**src/rtl/dcmp_timer_pkg.sv**
```systemverilog
package dcmp_timer_pkg;

    typedef enum logic [1:0] {
        WV_OFF    = 2'd0,
        WV_IDLE   = 2'd1,
        WV_ACTIVE = 2'd2
    } wave_state_e;

    typedef struct packed {
        logic run;
        logic oe;
        logic pol;
        logic fine;
    } tmr_ctrl_t;

    localparam int IRQ_N = 2;
    localparam int IRQ_A = 0;
    localparam int IRQ_B = 1;

endpackage

```
**src/rtl/dcmp_cfg_regs.sv**
```systemverilog
module dcmp_cfg_regs
    import dcmp_timer_pkg::*;
#(
    parameter int CNT_W = 16
) (
    input  logic             clk,
    input  logic             rst,
    input  logic             ctrl_we,
    input  tmr_ctrl_t        ctrl_d,
    input  logic             cmpa_we,
    input  logic [CNT_W-1:0] cmpa_d,
    input  logic             cmpb_we,
    input  logic [CNT_W-1:0] cmpb_d,
    output tmr_ctrl_t        ctrl_q,
    output logic [CNT_W-1:0] cmpa_q,
    output logic [CNT_W-1:0] cmpb_q
);

    // Control bits: one strobe updates all four fields together.
    always_ff @(posedge clk) begin
        if (rst) begin
            ctrl_q <= '0;
        end else if (ctrl_we) begin
            ctrl_q <= ctrl_d;
        end
    end

    always_ff @(posedge clk) begin
        if (rst) begin
            cmpa_q <= '0;
        end else if (cmpa_we) begin
            cmpa_q <= cmpa_d;
        end
    end

    always_ff @(posedge clk) begin
        if (rst) begin
            cmpb_q <= '0;
        end else if (cmpb_we) begin
            cmpb_q <= cmpb_d;
        end
    end

endmodule

```
**src/rtl/dcmp_count_unit.sv**
```systemverilog
module dcmp_count_unit #(
    parameter int CNT_W        = 16,
    parameter bit FINE_SUPPORT = 1'b1
) (
    input  logic             clk,
    input  logic             rst,
    input  logic             run,
    input  logic             fine,
    input  logic [CNT_W-1:0] cmpa,
    input  logic [CNT_W-1:0] cmpb,
    output logic [CNT_W-1:0] cnt,
    output logic             ev_a,
    output logic             ev_b
);

    localparam int HALF_W = CNT_W - 1;

    logic [CNT_W-1:0] cnt_q;
    logic             hit_a;
    logic             at_top;
    logic             below_b;

    // The compare-A match has two forms. The fine form drops bit 0 of the
    // compare value and matches it one counter bit lower.
    generate
        if (FINE_SUPPORT) begin : g_fine_cmp
            always_comb begin
                if (fine) begin
                    hit_a = (cnt_q[HALF_W-1:0] == cmpa[CNT_W-1:1]);
                end else begin
                    hit_a = (cnt_q == cmpa);
                end
            end
        end else begin : g_plain_cmp
            always_comb hit_a = (cnt_q == cmpa);
        end
    endgenerate

    always_comb begin
        at_top  = (cnt_q == cmpb);
        below_b = (cnt_q < cmpb);
        ev_b    = run & at_top;
        // A match at or past B would never leave a visible active window.
        ev_a    = run & hit_a & below_b;
    end

    always_ff @(posedge clk) begin
        if (rst) begin
            cnt_q <= '0;
        end else if (run) begin
            if (at_top) begin
                cnt_q <= '0;
            end else begin
                cnt_q <= cnt_q + 1'b1;
            end
        end
    end

    assign cnt = cnt_q;

endmodule

```
**src/rtl/dcmp_wave_fsm.sv**
```systemverilog
module dcmp_wave_fsm
    import dcmp_timer_pkg::*;
(
    input  logic        clk,
    input  logic        rst,
    input  logic        oe,
    input  logic        ev_a,
    input  logic        ev_b,
    output wave_state_e state,
    output logic        lvl_rise
);

    wave_state_e st_q;
    wave_state_e st_d;

    always_comb begin
        st_d = st_q;
        unique case (st_q)
            WV_OFF: begin
                if (oe) st_d = WV_IDLE;
            end
            WV_IDLE: begin
                if (!oe)       st_d = WV_OFF;
                else if (ev_a) st_d = WV_ACTIVE;
            end
            WV_ACTIVE: begin
                if (!oe)       st_d = WV_OFF;
                else if (ev_b) st_d = WV_IDLE;
            end
            default: st_d = WV_OFF;
        endcase
    end

    // State register.
    always_ff @(posedge clk) begin
        if (rst) begin
            st_q <= WV_OFF;
        end else begin
            st_q <= st_d;
        end
    end

    // Outputs.
    always_comb begin
        unique case (st_q)
            WV_ACTIVE: lvl_rise = 1'b1;
            WV_IDLE:   lvl_rise = 1'b0;
            WV_OFF:    lvl_rise = 1'b0;
            default:   lvl_rise = 1'b0;
        endcase
    end

    assign state = st_q;

endmodule

```
**src/rtl/dcmp_half_edge.sv**
```systemverilog
module dcmp_half_edge #(
    parameter bit FINE_SUPPORT = 1'b1
) (
    input  logic clk,
    input  logic rst,
    input  logic lvl_rise,
    input  logic half_sel,
    input  logic pol,
    output logic pin
);

    generate
        if (FINE_SUPPORT) begin : g_half
            logic neg_q;

            // Copy of the rising-edge level, taken half a clock later.
            always_ff @(negedge clk) begin
                if (rst) begin
                    neg_q <= 1'b0;
                end else begin
                    neg_q <= lvl_rise;
                end
            end

            always_comb pin = (half_sel ? neg_q : lvl_rise) ^ pol;
        end else begin : g_direct
            always_comb pin = lvl_rise ^ pol;
        end
    endgenerate

endmodule

```
**src/rtl/dcmp_irq_flags.sv**
```systemverilog
module dcmp_irq_flags #(
    parameter int N = 2
) (
    input  logic         clk,
    input  logic         rst,
    input  logic [N-1:0] set,
    input  logic [N-1:0] clr,
    output logic [N-1:0] flag
);

    generate
        for (genvar i = 0; i < N; i++) begin : g_flag
            logic f_q;

            // A set that coincides with a clear takes priority.
            always_ff @(posedge clk) begin
                if (rst) begin
                    f_q <= 1'b0;
                end else if (set[i]) begin
                    f_q <= 1'b1;
                end else if (clr[i]) begin
                    f_q <= 1'b0;
                end
            end

            assign flag[i] = f_q;
        end
    endgenerate

endmodule

```
**src/rtl/dcmp_timer.sv**
```systemverilog
module dcmp_timer
    import dcmp_timer_pkg::*;
#(
    parameter int CNT_W        = 16,
    parameter bit FINE_SUPPORT = 1'b1
) (
    input  logic             clk,
    input  logic             rst,
    input  logic             ctrl_we,
    input  logic             run_d,
    input  logic             oe_d,
    input  logic             pol_d,
    input  logic             fine_d,
    input  logic             cmpa_we,
    input  logic [CNT_W-1:0] cmpa_d,
    input  logic             cmpb_we,
    input  logic [CNT_W-1:0] cmpb_d,
    input  logic             irq_a_clr,
    input  logic             irq_b_clr,
    output logic             tmr_pin,
    output logic [CNT_W-1:0] tmr_count,
    output logic             irq_a,
    output logic             irq_b
);

    tmr_ctrl_t        ctrl_d;
    tmr_ctrl_t        ctrl_q;
    logic [CNT_W-1:0] cmpa_q;
    logic [CNT_W-1:0] cmpb_q;
    logic             ev_a;
    logic             ev_b;
    wave_state_e      wave_st;
    logic             lvl_rise;
    logic             half_sel;
    logic [IRQ_N-1:0] irq_set;
    logic [IRQ_N-1:0] irq_clr;
    logic [IRQ_N-1:0] irq_flag;

    always_comb begin
        ctrl_d.run  = run_d;
        ctrl_d.oe   = oe_d;
        ctrl_d.pol  = pol_d;
        ctrl_d.fine = fine_d;
    end

    dcmp_cfg_regs #(.CNT_W(CNT_W)) u_cfg (
        .clk     (clk),
        .rst     (rst),
        .ctrl_we (ctrl_we),
        .ctrl_d  (ctrl_d),
        .cmpa_we (cmpa_we),
        .cmpa_d  (cmpa_d),
        .cmpb_we (cmpb_we),
        .cmpb_d  (cmpb_d),
        .ctrl_q  (ctrl_q),
        .cmpa_q  (cmpa_q),
        .cmpb_q  (cmpb_q)
    );

    dcmp_count_unit #(.CNT_W(CNT_W), .FINE_SUPPORT(FINE_SUPPORT)) u_count (
        .clk  (clk),
        .rst  (rst),
        .run  (ctrl_q.run),
        .fine (ctrl_q.fine),
        .cmpa (cmpa_q),
        .cmpb (cmpb_q),
        .cnt  (tmr_count),
        .ev_a (ev_a),
        .ev_b (ev_b)
    );

    dcmp_wave_fsm u_fsm (
        .clk      (clk),
        .rst      (rst),
        .oe       (ctrl_q.oe),
        .ev_a     (ev_a),
        .ev_b     (ev_b),
        .state    (wave_st),
        .lvl_rise (lvl_rise)
    );

    // The select only changes on a configuration write, never at a compare
    // event, so switching between the two paths does not glitch the pin.
    assign half_sel = ctrl_q.fine & cmpa_q[0];

    dcmp_half_edge #(.FINE_SUPPORT(FINE_SUPPORT)) u_half (
        .clk      (clk),
        .rst      (rst),
        .lvl_rise (lvl_rise),
        .half_sel (half_sel),
        .pol      (ctrl_q.pol),
        .pin      (tmr_pin)
    );

    always_comb begin
        irq_set[IRQ_A] = ev_a;
        irq_set[IRQ_B] = ev_b;
        irq_clr[IRQ_A] = irq_a_clr;
        irq_clr[IRQ_B] = irq_b_clr;
    end

    dcmp_irq_flags #(.N(IRQ_N)) u_irq (
        .clk  (clk),
        .rst  (rst),
        .set  (irq_set),
        .clr  (irq_clr),
        .flag (irq_flag)
    );

    assign irq_a = irq_flag[IRQ_A];
    assign irq_b = irq_flag[IRQ_B];

endmodule

```
**config.mk**
```make
export PLATFORM = sky130hd
export DESIGN_NAME = dcmp_timer
export DESIGN_NICKNAME = d
export VERILOG_FILES = /design/src/rtl/dcmp_timer_pkg.sv /design/src/rtl/dcmp_cfg_regs.sv /design/src/rtl/dcmp_count_unit.sv /design/src/rtl/dcmp_wave_fsm.sv /design/src/rtl/dcmp_half_edge.sv /design/src/rtl/dcmp_irq_flags.sv /design/src/rtl/dcmp_timer.sv
export SDC_FILE = /design/constraint.sdc
export NUM_CORES = 1
export LEC_CHECK = 0
export CORE_ASPECT_RATIO = 1.5
export CORE_MARGIN = 4
export CORE_UTILIZATION = 59
export CTS_BUF_LIST = sky130_fd_sc_hd__clkbuf_4 sky130_fd_sc_hd__clkbuf_8
export DETAILED_ROUTE_END_ITERATION = 8
export DONT_BUFFER_PORTS = 1
export PLACE_DENSITY = 0.78
export SYNTH_ARGS = -nofsm -noshare
export SYNTH_HDL_FRONTEND = slang
export SYNTH_SLANG_ARGS = --single-unit
```
**constraint.sdc**
```tcl
create_clock -name clk -period 2 [get_ports clk]
set_input_delay 0.4 -clock clk [delete_from_list [all_inputs] [get_ports clk]]
set_output_delay 0.4 -clock clk [all_outputs]
set_load 0.01 [all_outputs]
```
**Word level (Yosys, flattened, before mapping)**

Cells that the tools add are included.

- Register bits after elaboration: 57
- Output and inout port bits: 19

- Add/subtract/negate cells: 1
- Magnitude comparators: 1
- Equality and inequality tests: 8
- Multiplexer cells: 14
- Bitwise operators: 5
- Reduce and logical (&&, ||, !) cells: 4

Operators by type and width:

| operator | count |
|---|---|
| 16-bit == test | 2 |
| 16-bit by 1-bit adder with 16-bit output (second input constant) | 1 |
| 16-bit < comparator | 1 |
| 16-bit two-way mux | 1 |
| 15-bit == test | 1 |
| 2-bit two-way mux | 5 |
| 1-bit two-way mux | 7 |
| 3-bit inequality test (second input constant) | 2 |
| 2-bit case mux with 3 select lines | 1 |
| 1-bit bitwise AND | 4 |
| 2-bit nonzero test | 2 |
| 3-bit AND reduction | 1 |
| 2-bit by 1-bit == test with 1-bit output (second input constant) | 1 |
| 2-bit == test (second input constant) | 1 |
| 2-bit logical NOT | 1 |
| 2-bit inequality test (second input constant) | 1 |
| 1-bit bitwise XOR | 1 |

**Depth between registers and ports, before layout**

- Depth in word-level cells: 7
- Gate-level depth with buffers: 10
- Depth with buffers taken out: 8

**Hierarchy**

From an unflattened synthesis, not the netlist that was laid out.

- Cells, all modules: 329
- Area total of the unflattened synthesis: 3074.2 um^2

By module, submodules not included:

| module | times used | cells each | area each (um^2) |
|---|---|---|---|
| dcmp_count_unit | 1 | 187 | 1532.7 |
| dcmp_cfg_regs | 1 | 117 | 1303.8 |
| dcmp_wave_fsm | 1 | 9 | 97.6 |
| dcmp_irq_flags | 1 | 10 | 85.1 |
| dcmp_half_edge | 1 | 5 | 48.8 |
| dcmp_timer | 1 | 1 | 6.3 |

==> summary.md <==
| Metric | Value |
|---|---|
| Final std cells w/o fill | `~420` |
| Worst setup SP type | `register` |
| Syn Inst Count | `between 300 and 400` |
| Top-area cell type share of the netlist area | `~39%` |
| TritonCTS clock tree | `done` |
| Total power | `2.58 mW` |
| DRC violations left | `0` |
| Area growth syn-to-layout | `21.6%` |
| Final hold violations | `0` |
| Async SR Flop Fraction | `0%` |
| Proportion of synthesized area in mux cells | `between 10% and 20%` |
| DR vias | `between 2000 and 2500` |
| Hold Buf Count CTS | `0` |
| Crit. End Element | `primary output` |
| Number of flops mapped to enable cells by yosys | `0` |
| Worst-skew pair later-pin latency | `between 300 and 400 ps` |
| Worst Path Arrival | `roughly 2100 ps` |
| XOR/XNOR share of the synthesized area | `roughly 14%` |
| Vias per inst | `roughly 5.6` |
| Routed WL | `just over 7 mm` |
| RR Startpoint | `u_cfg.cmpb_q[13]` |
| Clk buf depth | `2` |
| RSZ-0062 raised after global routing | `true` |
| Gr ovfl total | `0` |
| Predominant post-synthesis flop cell | `dfxtp_1` |
| Largest net degree at the start of global routing | `43` |
| Die span in y | `approximately 94 µm` |
| Share of layout cells above drive strength 1 | `24.7%` |
| Pwr Density | `725 mW/mm²` |
| Placed Cells | `about 400` |
| Cell area after layout | `about 0.0036 mm²` |
| DRT Pass-1 Iters | `4` |
| Nets | `407` |
| Placed Area | `about 0.0032 mm²` |
| Crit path max fanout | `1` |
| HPWL after DPL | `around 5.2 mm` |
| Initial antenna violation count | `0` |
| Num CTS Buffers | `9` |
| Yosys warning total | `0` |
| Core area | `around 0.0048 mm²` |
| Seq/Total Area, Yosys | `about two fifths` |
| Synthesis-stage register bit count | `57` |
| Maxcap violations | `0` |
| Initial Util | `about 61%` |
| Leading area contributor after synthesis | `dfxtp_1` |
| Root Driver | `clkbuf_8` |
| Simple-Gate Fraction of Synth Area | `between 10% and 20%` |
| Failing checks | `negative setup slack` |
| Vias in the first global route | `around 2400` |
| Hold depth | `1` |
| Relative slew margins | `71.5%` |
| Slew @ Worst Pin | `between 400 and 500 ps` |
| Compound-Gate Fraction of Synth Area | `under 10%` |
| Leakage power | `1.52 nW` |
| Syn_nets | `379` |
| CP Class | `register to primary output` |
| Sink Count | `57` |
| Top cells by area, synth | `dfxtp_1 (39%), mux2i_1 (13%), xnor2_1 (9.3%), ha_1 (7.3%), nor2_1 (7.2%)` |
| Final ANT Viol Nets | `0` |
| Die area | `between 0.006 and 0.007 mm²` |
| First-pass GRT wire length | `between 10 and 15 mm` |
| Site Rows | `31` |
| Final number of setup-violating endpoints | `2` |
| Setup tns final | `-569 ps` |
| Global placement routability congestion | `approximately 0.83` |
| Syn avg cell area | `approximately 9.2 µm²` |
| Outcome | `finished, violations left` |
| H-tree levels | `3` |
| Worst Hold Launch | `rst` |
| GRT Total Usage | `~26%` |
| # IOs | `62` |
| Worst vdd ir | `around 0.58 mV` |
| Initial DRC Count | `approximately 220` |
| Die width | `approximately 66 µm` |
| Clk slew on worst S/H paths | `~70 ps` |
| Synth unique cells | `37` |
| Worst Hold Class | `input port to register` |
| CP required | `around 1600 ps` |
| Worst-case reg-to-reg path depth | `8` |
| Fillers | `approximately 350` |
| Worst Setup SP | `u_half.g_half.neg_q` |
| WL/cell | `17.1 µm` |
| Port Buf Inserts | `0` |
| Worst setup margin | `-492 ps` |
| Main combinational cell family by area after synthesis | `simple AND/OR/NAND/NOR gates` |
| Count of final max-slew check failures | `0` |
| Clock skew | `~35 ps` |
| # diodes | `0` |
| Mapped cell area | `between 0.002 and 0.003 mm²` |
| Post-Synth Adder-Cell Area | `between 7 and 8%` |
-- synthesized netlist by cell type (2+ instances only) --
| cell | n |
|---|---|
| buf_2 | 6 |
| inv_1 | 19 |
| dfxtp_1 | 57 |
| ha_1 | 17 |
| o21ai_0 | 2 |
| nand2_1 | 9 |
| nor3_1 | 4 |
| nand3_1 | 5 |
| mux2i_1 | 37 |
| nand2b_1 | 4 |
| nand4_1 | 13 |
| clkbuf_1 | 7 |
| or4_1 | 2 |
| nor2_1 | 56 |
| and2_1 | 2 |
| and3_1 | 4 |
| a21oi_1 | 10 |
| xor2_1 | 15 |
| xnor2_1 | 31 |
| a31oi_1 | 2 |
-- critical path: stages (launching register included) --
cell and delay [ps]:
dfxtp_1 290, a31oi_1 150, xnor2_1 140, buf_4 140
-- sequential cells by signal, indices dropped and copies added, names as in the netlist --
register             count
u_cfg.cmpb_q            16
u_fsm.state              2
u_irq.g_flag.f_q         2
u_cfg.ctrl_q             4
u_half.g_half.neg_q      1
u_cfg.cmpa_q            16
u_count.cnt             16
-- path summary, 6_finish.rpt --
path	to	slack (ps)
max reg2reg	u_fsm.state[0]	-80
max	tmr_pin	-490
min reg2reg	u_cfg.cmpb_q[6]	500
min	u_cfg.cmpb_q[12]	120
-- cells by family (layout without fill, tap and decap cells) --
kind of cell               Yosys count  count (layout)
muxes                               37              37
buffers and inverters               35              68
AOI/OAI and AO/OA                   20              20
adders and majority gates           17              17
DFF                                 57              57
and+or+nand+nor                    106             106
xor gates and xnor gates            47              47
-- area by class of cell --
| cell class | instances | area (µm²) | area share [%] |
|---|---|---|---|
| clock buffer | 12 | 159 | 4.46 |
| inverter | 18 | 67.6 | 1.90 |
| clock inverter | 5 | 47.5 | 1.33 |
| sequential | 57 | 1160 | 32.5 |
| tap | 66 | 82.6 | 2.32 |
| multi-input combinational | 227 | 1790 | 50.2 |
| timing repair buffer | 33 | 260 | 7.31 |
-- timing repair --
action	4_1_cts	5_1_grt
buffers inserted	1	0
pin swaps	9	0
endpoints found under the hold margin	0	0
endpoints found under the setup margin	4	4
gates resized for setup	28	7
-- layout by cell type, fill, tap and decap left out, drive strengths merged, types with 4 or more instances in the layout --
master   n
inv     20
and3     5
dfxtp   57
xnor2   32
nand2    9
ha      17
nor3     5
a21oi   10
nand3    5
clkbuf  12
nor2    56
xor2    15
nand4   14
mux2i   37
buf     33
nand2b   4
-- power by group --
group | total [mW] | switching (mW) | internal, mW | leakage (nW)
registers | 1.23 | 0.0421 | 1.18 | 0.472
logic | 0.261 | 0.118 | 0.142 | 0.928
clock network | 1.10 | 0.446 | 0.651 | 0.116
total | 2.58 | 0.606 | 1.98 | 1.52
-- metrics by stage --
step / setup WS (ps) / utilization, % / hold slack, ps
6_report: -492 / 74.1 / 118
5_1_grt: -560 / 74.1 / 94.1
3_3_place_gp: -144 / 66.4 / 474
3_5_place_dp: -252 / 66.4 / 478
2_1_floorplan: -61.7 / - / 460
4_1_cts: -500 / 73.8 / 108
-- metal layers --
metal | vias to the layer above | track usage, % | part of all wire [%]
met2 | 61 | 46.4 | 54
met4 | 0 | 11.9 | 2.4
met5 | - | 0 | 0
li1 | 1131 | - | -
met1 | 1115 | 26.8 | 37
met3 | 17 | 7.66 | 6.0
(Power assumes the default switching activity.)
